<file path="src/rtl/eccfix_pkg.sv">
package eccfix_pkg;
  // Field positions of the locator status word and packed pair words
  localparam int STAT_CODE_LSB = 8;
  localparam int STAT_CNT_LSB  = 16;
  localparam int HALF_LSB      = 16;
  localparam int CODE_W        = 4;
  localparam int CNT_W         = 3;
  localparam int VAL_W         = 8;

  typedef enum logic [3:0] {
    ST_IDLE, ST_LOAD, ST_SYN, ST_CALC, ST_SETTLE,
    ST_POLL, ST_FETCH, ST_READ, ST_WRITE, ST_DONE
  } seqState_t;

  typedef struct packed {
    logic captureEcc;
    logic clrResult;
    logic latchCount;
    logic latchPair;
    logic applyFix;
    logic setFail;
  } seqStrobe_t;
endpackage

</file>
<file path="src/rtl/eccfix_dpath.sv">
module eccfix_dpath
  import eccfix_pkg::*;
#(
  parameter int CHUNK_BYTES = 512,
  parameter int SYM_W       = 10,
  parameter int NUM_SYM     = 8,
  parameter int SYN_WORDS   = 4
) (
  input  logic                           clk,
  input  logic                           rstN,
  input  seqStrobe_t                     strb,
  input  logic [$clog2(NUM_SYM)-1:0]     loadIdx,
  input  logic [1:0]                     errIdx,
  input  logic [SYM_W*NUM_SYM-1:0]       eccBytes,
  input  logic [32*SYN_WORDS-1:0]        synWords,
  input  logic [31:0]                    statWord,
  input  logic [31:0]                    pairAddrWord,
  input  logic [31:0]                    pairValWord,
  input  logic [VAL_W-1:0]               bufRdata,
  output logic                           erasedIn,
  output logic                           synZero,
  output logic [CODE_W-1:0]              statCode,
  output logic                           isLast,
  output logic                           offsetOk,
  output logic [SYM_W-1:0]               loadData,
  output logic [$clog2(CHUNK_BYTES)-1:0] bufAddr,
  output logic [VAL_W-1:0]               bufWdata,
  output logic [CNT_W-1:0]               corrCount,
  output logic                           failed
);
  localparam int ECC_BITS = SYM_W * NUM_SYM;
  localparam int ADDR_W   = $clog2(CHUNK_BYTES);
  localparam int BIAS     = CHUNK_BYTES + 7;
  localparam int DIFF_W   = ((SYM_W > ADDR_W + 1) ? SYM_W : ADDR_W + 1) + 1;

  logic [ECC_BITS-1:0] eccReg;
  logic [SYM_W-1:0]    symArr [NUM_SYM];
  logic [SYN_WORDS-1:0] wordZero;
  logic [CNT_W-1:0]    numErr;
  logic [SYM_W-1:0]    rawAddr;
  logic [VAL_W-1:0]    fixVal;
  logic [DIFF_W-1:0]   offDiff;
  logic [15:0]         addrHalf;
  logic [15:0]         valHalf;

  // Symbol split of the captured ECC field
  for (genvar k = 0; k < NUM_SYM; k++) begin : gSym
    assign symArr[k] = eccReg[k*SYM_W +: SYM_W];
  end
  assign loadData = symArr[loadIdx];
  assign erasedIn = &eccBytes;

  // Zero test of the two fields held in each syndrome word
  for (genvar w = 0; w < SYN_WORDS; w++) begin : gSyn
    assign wordZero[w] = ~|synWords[32*w +: SYM_W] &
                         ~|synWords[32*w + HALF_LSB +: SYM_W];
  end
  assign synZero  = &wordZero;
  assign statCode = statWord[STAT_CODE_LSB +: CODE_W];

  // Half selection of the packed pair words
  assign addrHalf = errIdx[0] ? pairAddrWord[HALF_LSB +: 16] : pairAddrWord[15:0];
  assign valHalf  = errIdx[0] ? pairValWord[HALF_LSB +: 16]  : pairValWord[15:0];

  assign offDiff  = DIFF_W'(BIAS) - DIFF_W'(rawAddr);
  assign offsetOk = offDiff < DIFF_W'(CHUNK_BYTES);
  assign bufAddr  = offDiff[ADDR_W-1:0];
  assign bufWdata = bufRdata ^ fixVal;
  assign isLast   = ({1'b0, errIdx} + CNT_W'(1)) == numErr;

  always_ff @(posedge clk or negedge rstN) begin
    if (!rstN) begin
      eccReg    <= '0;
      numErr    <= '0;
      rawAddr   <= '0;
      fixVal    <= '0;
      corrCount <= '0;
      failed    <= 1'b0;
    end else begin
      if (strb.captureEcc) eccReg <= eccBytes;
      if (strb.latchCount)
        numErr <= CNT_W'(statWord[STAT_CNT_LSB +: 2]) + CNT_W'(1);
      if (strb.latchPair) begin
        rawAddr <= addrHalf[SYM_W-1:0];
        fixVal  <= valHalf[VAL_W-1:0];
      end
      if (strb.clrResult) begin
        corrCount <= '0;
        failed    <= 1'b0;
      end else begin
        if (strb.applyFix) corrCount <= corrCount + CNT_W'(1);
        if (strb.setFail)  failed    <= 1'b1;
      end
    end
  end

  logic unusedBits;
  assign unusedBits = ^{statWord[31:STAT_CNT_LSB+2], statWord[STAT_CNT_LSB-1:STAT_CODE_LSB+CODE_W],
                        statWord[STAT_CODE_LSB-1:0], addrHalf[15:SYM_W], valHalf[15:VAL_W]};
endmodule

</file>
<file path="src/rtl/eccfix_ctrl.sv">
module eccfix_ctrl
  import eccfix_pkg::*;
#(
  parameter int NUM_SYM = 8,
  parameter int WAIT_W  = 16
) (
  input  logic                       clk,
  input  logic                       rstN,
  input  logic                       start,
  input  logic [WAIT_W-1:0]          waitLimit,
  input  logic                       erasedIn,
  input  logic                       synValid,
  input  logic                       synZero,
  input  logic                       statValid,
  input  logic [CODE_W-1:0]          statCode,
  input  logic                       pairValid,
  input  logic                       offsetOk,
  input  logic                       isLast,
  output seqStrobe_t                 strb,
  output logic [$clog2(NUM_SYM)-1:0] loadIdx,
  output logic [1:0]                 errIdx,
  output logic                       loadValid,
  output logic                       synReq,
  output logic                       calcStart,
  output logic                       statReq,
  output logic                       pairReq,
  output logic                       pairSel,
  output logic                       bufEn,
  output logic                       bufWe,
  output logic                       done
);
  localparam int LIDX_W = $clog2(NUM_SYM);

  seqState_t         state, nxt;
  logic [WAIT_W-1:0] waitCnt;
  logic              timedOut;
  logic              clrWait;
  logic              advErr;
  logic              busyCode;

  assign timedOut = waitCnt >= waitLimit;
  assign busyCode = statCode >= CODE_W'(4);

  always_comb begin
    nxt     = state;
    strb    = '0;
    clrWait = 1'b0;
    advErr  = 1'b0;
    unique case (state)
      ST_IDLE: if (start) begin
        strb.captureEcc = 1'b1;
        strb.clrResult  = 1'b1;
        nxt = erasedIn ? ST_DONE : ST_LOAD;
      end
      ST_LOAD:   if (loadIdx == '0) nxt = ST_SYN;
      ST_SYN:    if (synValid) nxt = synZero ? ST_DONE : ST_CALC;
      ST_CALC: begin
        clrWait = 1'b1;
        nxt     = ST_SETTLE;
      end
      ST_SETTLE: if ((statValid && busyCode) || timedOut) begin
        clrWait = 1'b1;
        nxt     = ST_POLL;
      end
      ST_POLL: begin
        if (statValid && !busyCode) begin
          unique case (statCode)
            CODE_W'(0): nxt = ST_DONE;
            CODE_W'(1): begin
              strb.setFail = 1'b1;
              nxt = ST_DONE;
            end
            default: begin
              strb.latchCount = 1'b1;
              nxt = ST_FETCH;
            end
          endcase
        end else if (timedOut) begin
          strb.setFail = 1'b1;
          nxt = ST_DONE;
        end
      end
      ST_FETCH: if (pairValid) begin
        strb.latchPair = 1'b1;
        nxt = ST_READ;
      end
      ST_READ: begin
        if (offsetOk)    nxt = ST_WRITE;
        else if (isLast) nxt = ST_DONE;
        else begin
          advErr = 1'b1;
          nxt    = ST_FETCH;
        end
      end
      ST_WRITE: begin
        strb.applyFix = 1'b1;
        if (isLast) nxt = ST_DONE;
        else begin
          advErr = 1'b1;
          nxt    = ST_FETCH;
        end
      end
      ST_DONE: nxt = ST_IDLE;
      default: nxt = ST_IDLE;
    endcase
  end

  always_ff @(posedge clk or negedge rstN) begin
    if (!rstN) begin
      state   <= ST_IDLE;
      loadIdx <= LIDX_W'(NUM_SYM - 1);
      errIdx  <= '0;
      waitCnt <= '0;
    end else begin
      state <= nxt;
      if (state == ST_IDLE)      loadIdx <= LIDX_W'(NUM_SYM - 1);
      else if (state == ST_LOAD) loadIdx <= loadIdx - LIDX_W'(1);
      if (strb.latchCount) errIdx <= '0;
      else if (advErr)     errIdx <= errIdx + 2'd1;
      if (clrWait) waitCnt <= '0;
      else if ((state == ST_SETTLE || state == ST_POLL) && !timedOut)
        waitCnt <= waitCnt + WAIT_W'(1);
    end
  end

  assign loadValid = state == ST_LOAD;
  assign synReq    = state == ST_SYN;
  assign calcStart = state == ST_CALC;
  assign statReq   = (state == ST_SETTLE) || (state == ST_POLL);
  assign pairReq   = state == ST_FETCH;
  assign pairSel   = errIdx[1];
  assign bufEn     = (state == ST_READ && offsetOk) || (state == ST_WRITE);
  assign bufWe     = state == ST_WRITE;
  assign done      = state == ST_DONE;
endmodule

</file>
<file path="src/rtl/eccFixSeq.sv">
module eccFixSeq
  import eccfix_pkg::*;
#(
  parameter int CHUNK_BYTES = 512,
  parameter int SYM_W       = 10,
  parameter int NUM_SYM     = 8,
  parameter int SYN_WORDS   = 4,
  parameter int WAIT_W      = 16
) (
  input  logic                           clk,
  input  logic                           rstN,
  input  logic                           start,
  input  logic [SYM_W*NUM_SYM-1:0]       eccBytes,
  input  logic [WAIT_W-1:0]              waitLimit,
  output logic                           loadValid,
  output logic [SYM_W-1:0]               loadData,
  output logic                           synReq,
  input  logic                           synValid,
  input  logic [32*SYN_WORDS-1:0]        synWords,
  output logic                           calcStart,
  output logic                           statReq,
  input  logic                           statValid,
  input  logic [31:0]                    statWord,
  output logic                           pairReq,
  output logic                           pairSel,
  input  logic                           pairValid,
  input  logic [31:0]                    pairAddrWord,
  input  logic [31:0]                    pairValWord,
  output logic                           bufEn,
  output logic                           bufWe,
  output logic [$clog2(CHUNK_BYTES)-1:0] bufAddr,
  output logic [VAL_W-1:0]               bufWdata,
  input  logic [VAL_W-1:0]               bufRdata,
  output logic                           done,
  output logic                           failed,
  output logic [CNT_W-1:0]               corrCount
);
  localparam int LIDX_W = $clog2(NUM_SYM);

  seqStrobe_t        strb;
  logic [LIDX_W-1:0] loadIdx;
  logic [1:0]        errIdx;
  logic              erasedIn, synZero, isLast, offsetOk;
  logic [CODE_W-1:0] statCode;

  eccfix_ctrl #(.NUM_SYM(NUM_SYM), .WAIT_W(WAIT_W)) uCtrl (
    .clk(clk), .rstN(rstN), .start(start), .waitLimit(waitLimit),
    .erasedIn(erasedIn), .synValid(synValid), .synZero(synZero),
    .statValid(statValid), .statCode(statCode), .pairValid(pairValid),
    .offsetOk(offsetOk), .isLast(isLast), .strb(strb), .loadIdx(loadIdx),
    .errIdx(errIdx), .loadValid(loadValid), .synReq(synReq),
    .calcStart(calcStart), .statReq(statReq), .pairReq(pairReq),
    .pairSel(pairSel), .bufEn(bufEn), .bufWe(bufWe), .done(done)
  );

  eccfix_dpath #(.CHUNK_BYTES(CHUNK_BYTES), .SYM_W(SYM_W), .NUM_SYM(NUM_SYM),
                 .SYN_WORDS(SYN_WORDS)) uDpath (
    .clk(clk), .rstN(rstN), .strb(strb), .loadIdx(loadIdx), .errIdx(errIdx),
    .eccBytes(eccBytes), .synWords(synWords), .statWord(statWord),
    .pairAddrWord(pairAddrWord), .pairValWord(pairValWord), .bufRdata(bufRdata),
    .erasedIn(erasedIn), .synZero(synZero), .statCode(statCode), .isLast(isLast),
    .offsetOk(offsetOk), .loadData(loadData), .bufAddr(bufAddr),
    .bufWdata(bufWdata), .corrCount(corrCount), .failed(failed)
  );
endmodule

</file>
<file path="config.mk">
export PLATFORM = sky130hd
export DESIGN_NAME = eccFixSeq
export DESIGN_NICKNAME = d
export VERILOG_FILES = /design/src/rtl/eccfix_pkg.sv /design/src/rtl/eccfix_dpath.sv /design/src/rtl/eccfix_ctrl.sv /design/src/rtl/eccFixSeq.sv
export SDC_FILE = /design/constraint.sdc
export NUM_CORES = 1
export LEC_CHECK = 0
export ABC_AREA = 1
export BUFFER_PORTS_ARGS = -buffer_cell sky130_fd_sc_hd__buf_2
export CAP_MARGIN = 40
export CORE_MARGIN = 2
export CORE_UTILIZATION = 39
export DETAILED_ROUTE_END_ITERATION = 10
export PLACE_DENSITY = 0.67
export SLEW_MARGIN = 20
export SYNTH_ARGS = -nofsm -noshare
export SYNTH_HDL_FRONTEND = slang
export SYNTH_HIERARCHICAL = 1
export SYNTH_SLANG_ARGS = --single-unit
</file>
<file path="constraint.sdc">
create_clock -name clk -period 3 [get_ports clk]
set_input_delay 0.3 -clock clk [delete_from_list [all_inputs] [get_ports clk]]
set_output_delay 0.3 -clock clk [all_outputs]
set_load 0.03 [all_outputs]
</file>
## Word level (Yosys, flattened, before mapping)

Index checks and enable logic that the tools add are counted.

- Bitwise gates (word level): 6
- Add/sub/neg operators: 7
- Reductions and logical operators: 37
- Shift operators: 0
- Eq/ne operators: 17
- Multipliers: 0
- Div/mod/pow operators: 0
- Multiplexer cells: 45
- $lt $le $gt $ge: 4

Operator list:

| operator | number |
|---|---|
| $reduce_and 80->1 | 1 |
| $reduce_or 10->1 | 8 |
| $mux 4 | 12 |
| $pmux 4 s9 | 1 |
| $mux 16 | 2 |
| $bmux 10 s3 | 1 |
| $mux 10 | 3 |
| $add 16x1->16 const B | 1 |
| $eq 4x3->1 const B | 4 |
| $ge 16x16->1 | 1 |
| $mux 1 | 15 |
| $mux 3 | 4 |
| $lt 11x10->1 const B | 1 |
| $sub 10x10->11 const A | 1 |
| $logic_not 1->1 | 10 |
| $reduce_bool 2->1 | 5 |
| $eq 4x1->1 const B | 2 |
| $eq 4x2->1 const B | 2 |
| $eq 4x4->1 const B | 2 |
| $logic_not 4->1 | 2 |
| $mux 2 | 4 |
| $mux 8 | 1 |
| $ne 2x1->1 const B | 4 |
| $xor 8x8->8 | 1 |
| 18 further kinds | 28 |

- Register bits after elaboration: 130
- Memories kept: 0
- RAM bits: 0
- Bits in latches: 0
- Memory bits (read-only): 0
- Word-level logic and storage cells: 126

## Longest topological paths before layout

Gate-level depths: netlist of the first run.

- Depth after elaboration: 7
- Mapped depth: 16

## By module

The synthesis of the first run kept the hierarchy.

Modules (own cells, without submodules):

| module | instances | area each (um^2) | cells each | sequential area each (um^2) |
|---|---|---|---|---|
| eccfix_dpath | 1 | 5605.4 | 672 | 2627.5 |
| eccfix_ctrl | 1 | 2290.9 | 331 | 629.4 |

## Worst setup path before layout of the first run

Ideal clock, no wire load.

- Path kind: register to output
- Start: reg uDpath.rawAddr[3]
- End: out bufEn
- Data arrival time: 1.805 ns
- Setup slack: 0.895 ns
- Required time: 2.700 ns
- Path buffers: 0
- Cell stages (with the launch flop): 9
- Path through: dfrtp_1 > inv_1 > ha_1 > nand3_1 > nor3_1 > o21ai_0 > inv_1 > inv_1 > o21ai_0

- Word-level cells in the longest chain between the ends: 4

RTL lines:

| element | RTL line | RTL |
|---|---|---|
| start: declaration | eccfix_dpath.sv:40 | `logic [SYM_W-1:0] rawAddr;` |
| start signal: assignment | eccfix_dpath.sv:84 | `rawAddr <= addrHalf[SYM_W-1:0];` |
| $sub 10x10->11 | eccfix_dpath.sv:65 | `assign offDiff = DIFF_W'(BIAS) - DIFF_W'(rawAddr);` |
| $lt 11x10->1 | eccfix_dpath.sv:66 | `assign offsetOk = offDiff < DIFF_W'(CHUNK_BYTES);` |
| net offsetOk | eccFixSeq.sv:43 | `logic erasedIn, synZero, isLast, offsetOk;` |
| $logic_and 1x1->1 | eccfix_ctrl.sv:132 | `assign bufEn = (state == ST_READ && offsetOk) \|\| (state == ST_WRITE);` |
| $logic_or 1x1->1 | eccfix_ctrl.sv:132 |  |
| end: declaration | eccFixSeq.sv:29 | `output logic bufEn,` |

The timed path passes the listed nets, and every way through them passes these cells.

## Final worst setup path of the first run

- Start: reg uCtrl.loadIdx[0]
- End: out loadData[4]

- Word-level cells in the longest chain between the ends: 4

RTL lines:

| element | RTL line | RTL |
|---|---|---|
| start: declaration | eccfix_ctrl.sv:20 | `output logic [$clog2(NUM_SYM)-1:0] loadIdx,` |
| start signal: assignment | eccfix_ctrl.sv:111 | `loadIdx <= LIDX_W'(NUM_SYM - 1);` |
| start signal: assignment | eccfix_ctrl.sv:116 | `if (state == ST_IDLE) loadIdx <= LIDX_W'(NUM_SYM - 1);` |
| start signal: assignment | eccfix_ctrl.sv:117 | `else if (state == ST_LOAD) loadIdx <= loadIdx - LIDX_W'(1);` |
| $not 3->4 (implied by the code) | eccfix_dpath.sv:50 | `assign loadData = symArr[loadIdx];` |
| $bmux 10 s3 | eccfix_dpath.sv:50 |  |
| $mux 10 (implied by the code) (2 in series) | eccfix_dpath.sv:50 |  |
| end: declaration | eccFixSeq.sv:16 | `output logic [SYM_W-1:0] loadData,` |

No other way between the ends. The select of a mux whose other input is x is not followed.

==> impl_metrics.ini, run 1 <==
[clock_network]
htreeDepth = 4
insertion_delay_ns = 0.42
post-cts-setup-buffers = 0
cts.reportedPaths.clkPinSlew_ns = 0.06
cts_root_buffer = clkbuf_16
cts.sinks = 130
numCtsBuffers = 17
clock_path_buffers = 2
tritoncts = built

[finish]
layout_common_cells = buf_2 (270), nand2_1 (192), nor2_1 (130)
ff_latch_area_sq_um = 3260
synthToLayoutAreaGrowth_pct = 26.2
multiInputGateArea_sq_um = 3850
final_cells = 1538
layout_commonest_cell = buf_2
post-route-util = 0.497
final_nets = 1612
antennaDiodeCount = 0
n_fill_cell = 1993
final_area_sq_um = 9970
drive_above_1_share = 0.285

[timing]
final-max-slew-violation-count = 0
fmaxAchievable_mhz = 375
setup_viol = 0
rsz0062_at_grt = no
post-route-min-period_ns = 2.67
tightestPinTransition_ns = 0.749
finalHoldViolations = 0
holdWs_ns = 0.0950
setup_tns_ns = 0
max_slew_margin = 0.500
fin_skew_ns = 0.00682
timing.final.ws_setup_ns = 0.331
finalCritPeriodShare = 0.890

[pwr]
power_mw = 9.29
power_frac_seq = 0.324
power_frac_clock = 0.219
switching_share = 0.431
power_frac_comb = 0.458
p_leak_nw = 5.06
power_density_nw_per_um2 = 932
ir_worst_vdd_mv = 0.510
internal-power_mw = 5.29
p_switching_mw = 4.00

[yosys]
synth-xor-area-share = 0.0244
synth_area_sq_um = 7900
synth-seq-cells = 130
yosysWarnings = 6
synthMuxAreaShare = 0.0570
synth_compound_area_frac = 0.137
synth-seq-area-share = 0.412
synth_nets = 1360
synth-simple-area-share = 0.231
synth_top_family_by_area = simple AND/OR/NAND/NOR gates
synth_cells = 1003
synth_fa_ha_area_frac = 0.0364
syn_area_per_cell_sq_um = 7.87
synthDistinctLibCells = 44

[placed_design]
dpl_cell_area_sq_um = 9380
place_hpwl_mm = 16.5
dp.cells = 1505
portBuffers = 271
place_congestion = 0.835
pre_cts_slack_ns = 0.739

[routing]
ant_nets = 0
wirelength_mm = 21.5
num_vias = 7419
routedWlPerCell_um = 14.0
drtIter0Drc = 406
drc = 0
first_pass_iters = 5
via_per_inst = 4.82

[global_routing]
gr-total-overflow = 0
grt_max_degree = 121
met1_usage = 0.256
use_met3 = 0.0459
track_usage = 0.207
antenna_found_initial = 0
busiest_layer = met2
grt_pass1_wl_mm = 35.4
use_met2 = 0.367
grt_pass1_vias = 7328

[setup_path]
crit-reg2reg-capture = uCtrl/waitCnt[12]$_DFFE_PN0P_
r2r_slack_ns = 0.74
slowest_delay_ns = 0.76
cp.arrival_ns = 2.37
worst_setup_path_start_kind = flip-flop
path_cells = inv_2 > a21oi_2 > o21ai_1 > nand3_1 > o21a_1 > buf_2
worstRegToRegCells = 8
reg2reg_from = uCtrl/waitCnt[11]$_DFFE_PN0P_
crit_type = flip-flop to output pin
worstPathMaxFanout = 40
cp-end-kind = output pin
worstPathRequired_ns = 2.70
slowest_stage = dfstp_2

[floorplanning]
coreArea_sq_um = 20000
dieArea_sq_um = 21400
start_util = 0.394
io_pins = 374
die_h_um = 146
rows = 52
die_x_um = 146

[status]
status = completed

[min_path]
holdPathStages = 3
worstHoldEndpoint = uDpath/eccReg[66]$_DFFE_PN0P_
hp-class = primary input to flip-flop
hp-start = eccBytes[66]

[job]
maxCapViolCount = 0
per-layer routing:
| metal | wire [um] | share of wire | up-vias |
|---|---|---|---|
| li1 | - | - | 3750 |
| met1 | 9350 | 0.44 | 3405 |
| met2 | 10700 | 0.50 | 245 |
| met3 | 1240 | 0.058 | 19 |
| met4 | 238 | 0.011 | 0 |
| met5 | 0 | 0 | - |
repair_timing:
action                                  in CTS  in global routing
endpoints found under the setup margin       0                  0
gates resized for setup                      0                  0
hold buffers                                 1                  0
endpoints found under the hold margin       71                  0
cell usage after synthesis, drive strengths merged:
cell,n,area [sq um]
nand2,194,738
nor2,142,597
inv,133,499
dfrtp,127,3180
o21ai,109,549
a21oi,49,287
nand3,41,223
mux2,40,450
buf,36,264
ha,23,288
nand4,23,144
xor2,18,158
clkbuf,10,40.0
nor3,10,66.3
o21a,10,75.1
o22ai,10,62.6
a31oi,9,56.3
xnor2,4,35.0
dfstp,3,78.8
nand3b,3,22.5
o21bai,3,33.8
or2,2,15.0
a211oi,1,7.51
a221oi,1,8.76
nor3b,1,7.51
nor4,1,12.5
power by group through the flow:
stage          Combinational, mW  Sequential (mW)  Clock [mW]
2_1_floorplan               3.26             2.91           0
3_3_place_gp                4.20             3.00           0
3_5_place_dp                4.27             3.03           0
4_1_cts                     4.29             3.00        2.08
5_1_grt                     4.75             3.10        2.16
6_report                    4.25             3.01        2.03
critical path: cells and delay by family (launching register included):
family                 cells  cell delay [ns]
flip-flops                 1             0.76
buffers and inverters      2             0.59
AO/OA/AOI/OAI              3             0.46
AND/OR/NAND/NOR            1             0.10
cell type report:
| type | instances | share of cell area |
|---|---|---|
| Multi-Input combinational cell | 694 | 0.386 |
| Clock inverter | 12 | 0.0132 |
| Clock buffer | 20 | 0.0448 |
| Tap cell | 270 | 0.0339 |
| Timing Repair Buffer | 279 | 0.145 |
| Inverter | 133 | 0.0501 |
| Sequential cell | 130 | 0.327 |
cell families after synthesis:
family,after synthesis
and+or+nand+nor,417
AOI/OAI and AO/OA,192
buffers and inverters,179
DFF,130
muxes,40
adders and majority gates,23
xor gates and xnor gates,22
registers in the layout (all words and copies together) (netlist names):
register and flops:
uCtrl/errIdx 2, uCtrl/loadIdx 3, uCtrl/state 4, uCtrl/waitCnt 16, uDpath/corrCount 3, uDpath/eccReg 80
uDpath/failed 1, uDpath/fixVal 8, uDpath/numErr 3, uDpath/rawAddr 10
worst max-delay path by stage:
stage | slack [ns] | endpoint | startpoint | depth (start not counted)
2_1_floorplan | 0.89 | bufEn | uDpath/rawAddr[3]$_DFFE_PN0P_ | 8
3_3_place_gp | 0.78 | uCtrl/waitCnt[0]$_DFFE_PN0P_ | uCtrl/waitCnt[11]$_DFFE_PN0P_ | 8
3_5_place_dp | 0.74 | uCtrl/waitCnt[12]$_DFFE_PN0P_ | uCtrl/waitCnt[11]$_DFFE_PN0P_ | 8
4_1_cts | 0.33 | loadData[4] | uCtrl/loadIdx[0]$_DFFE_PN1P_ | 6
5_1_grt | 0.14 | loadData[0] | uCtrl/loadIdx[0]$_DFFE_PN1P_ | 6
6_report | 0.33 | loadData[4] | uCtrl/loadIdx[0]$_DFFE_PN1P_ | 6
(Power assumes the default switching activity.)
==> run 2, diff against run 1 <==
--- a/config.mk
+++ b/config.mk
@@ -8,11 +8,11 @@
 export ABC_AREA = 1
 export BUFFER_PORTS_ARGS = -buffer_cell sky130_fd_sc_hd__buf_2
 export CAP_MARGIN = 40
-export CORE_MARGIN = 2
-export CORE_UTILIZATION = 39
+export CORE_AREA = 2 2 144 146
 export DETAILED_ROUTE_END_ITERATION = 10
-export PLACE_DENSITY = 0.67
-export SLEW_MARGIN = 20
+export DIE_AREA = 0 0 146 148
+export PLACE_DENSITY = 0.68
+export SLEW_MARGIN = 5
 export SYNTH_ARGS = -nofsm -noshare
 export SYNTH_HDL_FRONTEND = slang
 export SYNTH_HIERARCHICAL = 1
==> impl_metrics.ini, run 2 (same netlist as run 1, synthesis figures left out) <==
[status]
status = completed

[finish]
final_nets = 1612
final_area_sq_um = 10000
regMostFlops = uDpath/eccReg
n_fill_cell = 2007
largest_reg_flops = 80
layout_common_cells = buf_2 (270), nand2_1 (192), nor2_1 (130)
synthToLayoutAreaGrowth_pct = 26.7
post-route-util = 0.499
antennaDiodeCount = 0
drive_above_1_share = 0.285
reg.largest.list = uDpath/eccReg (80), uCtrl/waitCnt (16), uDpath/rawAddr (10)
layout_commonest_cell = buf_2

[routing]
drc = 0
first_pass_iters = 5
drtIter0Drc = 486
routedWlPerCell_um = 14.3
via_per_inst = 4.88
ant_nets = 0
wirelength_mm = 22.0
num_vias = 7506

[placed_design]
portBuffers = 271
place_congestion = 0.836
place_hpwl_mm = 16.9
dpl_cell_area_sq_um = 9380

[setup_path]
cp-end-kind = output pin
crit_type = flip-flop to output pin
worstPathRequired_ns = 2.70
worstPathMaxFanout = 40
cp.arrival_ns = 2.35
path_cells = inv_2 > a21oi_2 > o21ai_1 > nand3_1 > o21a_1 > buf_2
slowest_stage = dfstp_2
worst_setup_path_start_kind = flip-flop
slowest_delay_ns = 0.74

[global_routing]
gr-total-overflow = 0
grt_max_degree = 125
antenna_found_initial = 1
grt_pass1_wl_mm = 35.4
grt_pass1_vias = 7192
track_usage = 0.205

[clock_network]
cts_root_buffer = clkbuf_16
ctsResizeCount = 0
numCtsBuffers = 17
clock_path_buffers = 2
cts.reportedPaths.clkPinSlew_ns = 0.06
tritoncts = built
htreeDepth = 4
cts.sinks = 130
insertion_delay_ns = 0.41

[timing]
rsz0062_at_grt = no
fmaxAchievable_mhz = 377
setup_viol = 0
final-max-slew-violation-count = 0
finalHoldViolations = 0
tightestPinTransition_ns = 0.750
max_slew_margin = 0.499
finalCritPeriodShare = 0.883
post-route-min-period_ns = 2.65
setup_tns_ns = 0
fin_skew_ns = 0.0125

[floorplanning]
rows = 52
die_x_um = 146
coreArea_sq_um = 20000
die_h_um = 148
io_pins = 374
start_util = 0.394
dieArea_sq_um = 21600

[min_path]
hp-class = primary input to flip-flop

[pwr]
ir_worst_vdd_mv = 0.612
power_mw = 9.43
p_leak_nw = 5.08
power_density_nw_per_um2 = 943

[job]
maxCapViolCount = 0
run 2: report_power, final:
part | switching [mW] | total (mW) | internal [mW] | leakage (nW)
clock network | 0.791 | 2.15 | 1.36 | 0.298
registers | 0.445 | 3.01 | 2.56 | 1.60
logic | 2.79 | 4.28 | 1.49 | 3.18
total | 4.03 | 9.43 | 5.41 | 5.08
run 2: final timing paths:
| check | start | endpoint | slack [ns] | cells past startpoint |
|---|---|---|---|---|
| setup / recovery | uCtrl/loadIdx[0]$_DFFE_PN1P_ | loadData[2] | 0.35 | 6 |
| hold / removal | statWord[16] | uDpath/numErr[0]$_DFFE_PN0P_ | 0.1 | 2 |
| setup reg to reg | uCtrl/waitCnt[11]$_DFFE_PN0P_ | uCtrl/waitCnt[0]$_DFFE_PN0P_ | 0.80 | 8 |
| hold reg to reg | uDpath/eccReg[3]$_DFFE_PN0P_ | uDpath/eccReg[3]$_DFFE_PN0P_ | 0.48 | 1 |
| max in group asynchronous | rstN | uDpath/eccReg[58]$_DFFE_PN0P_ | 1.76 | 3 |
| min in group asynchronous | rstN | uDpath/eccReg[17]$_DFFE_PN0P_ | 0.44 | 2 |
run 2: layout make-up:
type                            count  area, sq um  share of cell area
Clock buffer                       21          460              0.0460
Clock inverter                     11          151              0.0151
Inverter                          133          499              0.0499
Multi-Input combinational cell    694         3850               0.385
Sequential cell                   130         3260               0.326
Tap cell                          270          338              0.0338
Timing Repair Buffer              279         1450               0.145
run 2: timing repair:
| item | CTS | global route |
|---|---|---|
| endpoints found under the hold margin | 58 | 0 |
| hold buffers | 1 | 0 |
| setup buffers | 0 | 0 |
run 2: metal layers:
| metal | routed length [um] | track usage | vias up |
|---|---|---|---|
| met5 | 0 | 0 | - |
| met2 | 10900 | 0.361 | 259 |
| met4 | 223 | 0.0461 | 0 |
| met3 | 1490 | 0.0466 | 15 |
| li1 | - | - | 3757 |
| met1 | 9400 | 0.259 | 3475 |
run 2: stage by stage:
stage / hold slack [ns] / cells / worst slack, ns
finish: 0.0952 / 1538 / 0.350
global route: 0.0959 / 1538 / 0.183
CTS: 0.0753 / 1538 / 0.338
detailed placement: 0.332 / 1505 / 0.815
global placement: 0.335 / 1505 / 0.795
floorplan: 0.00441 / 1003 / 0.895
run 2: critical path: cells and delay by family (launching register included):
kind	cells	cell delay, ns
buffers and inverters	2	0.60
AOI/OAI and AO/OA	3	0.47
DFF	1	0.74
and+or+nand+nor	1	0.11
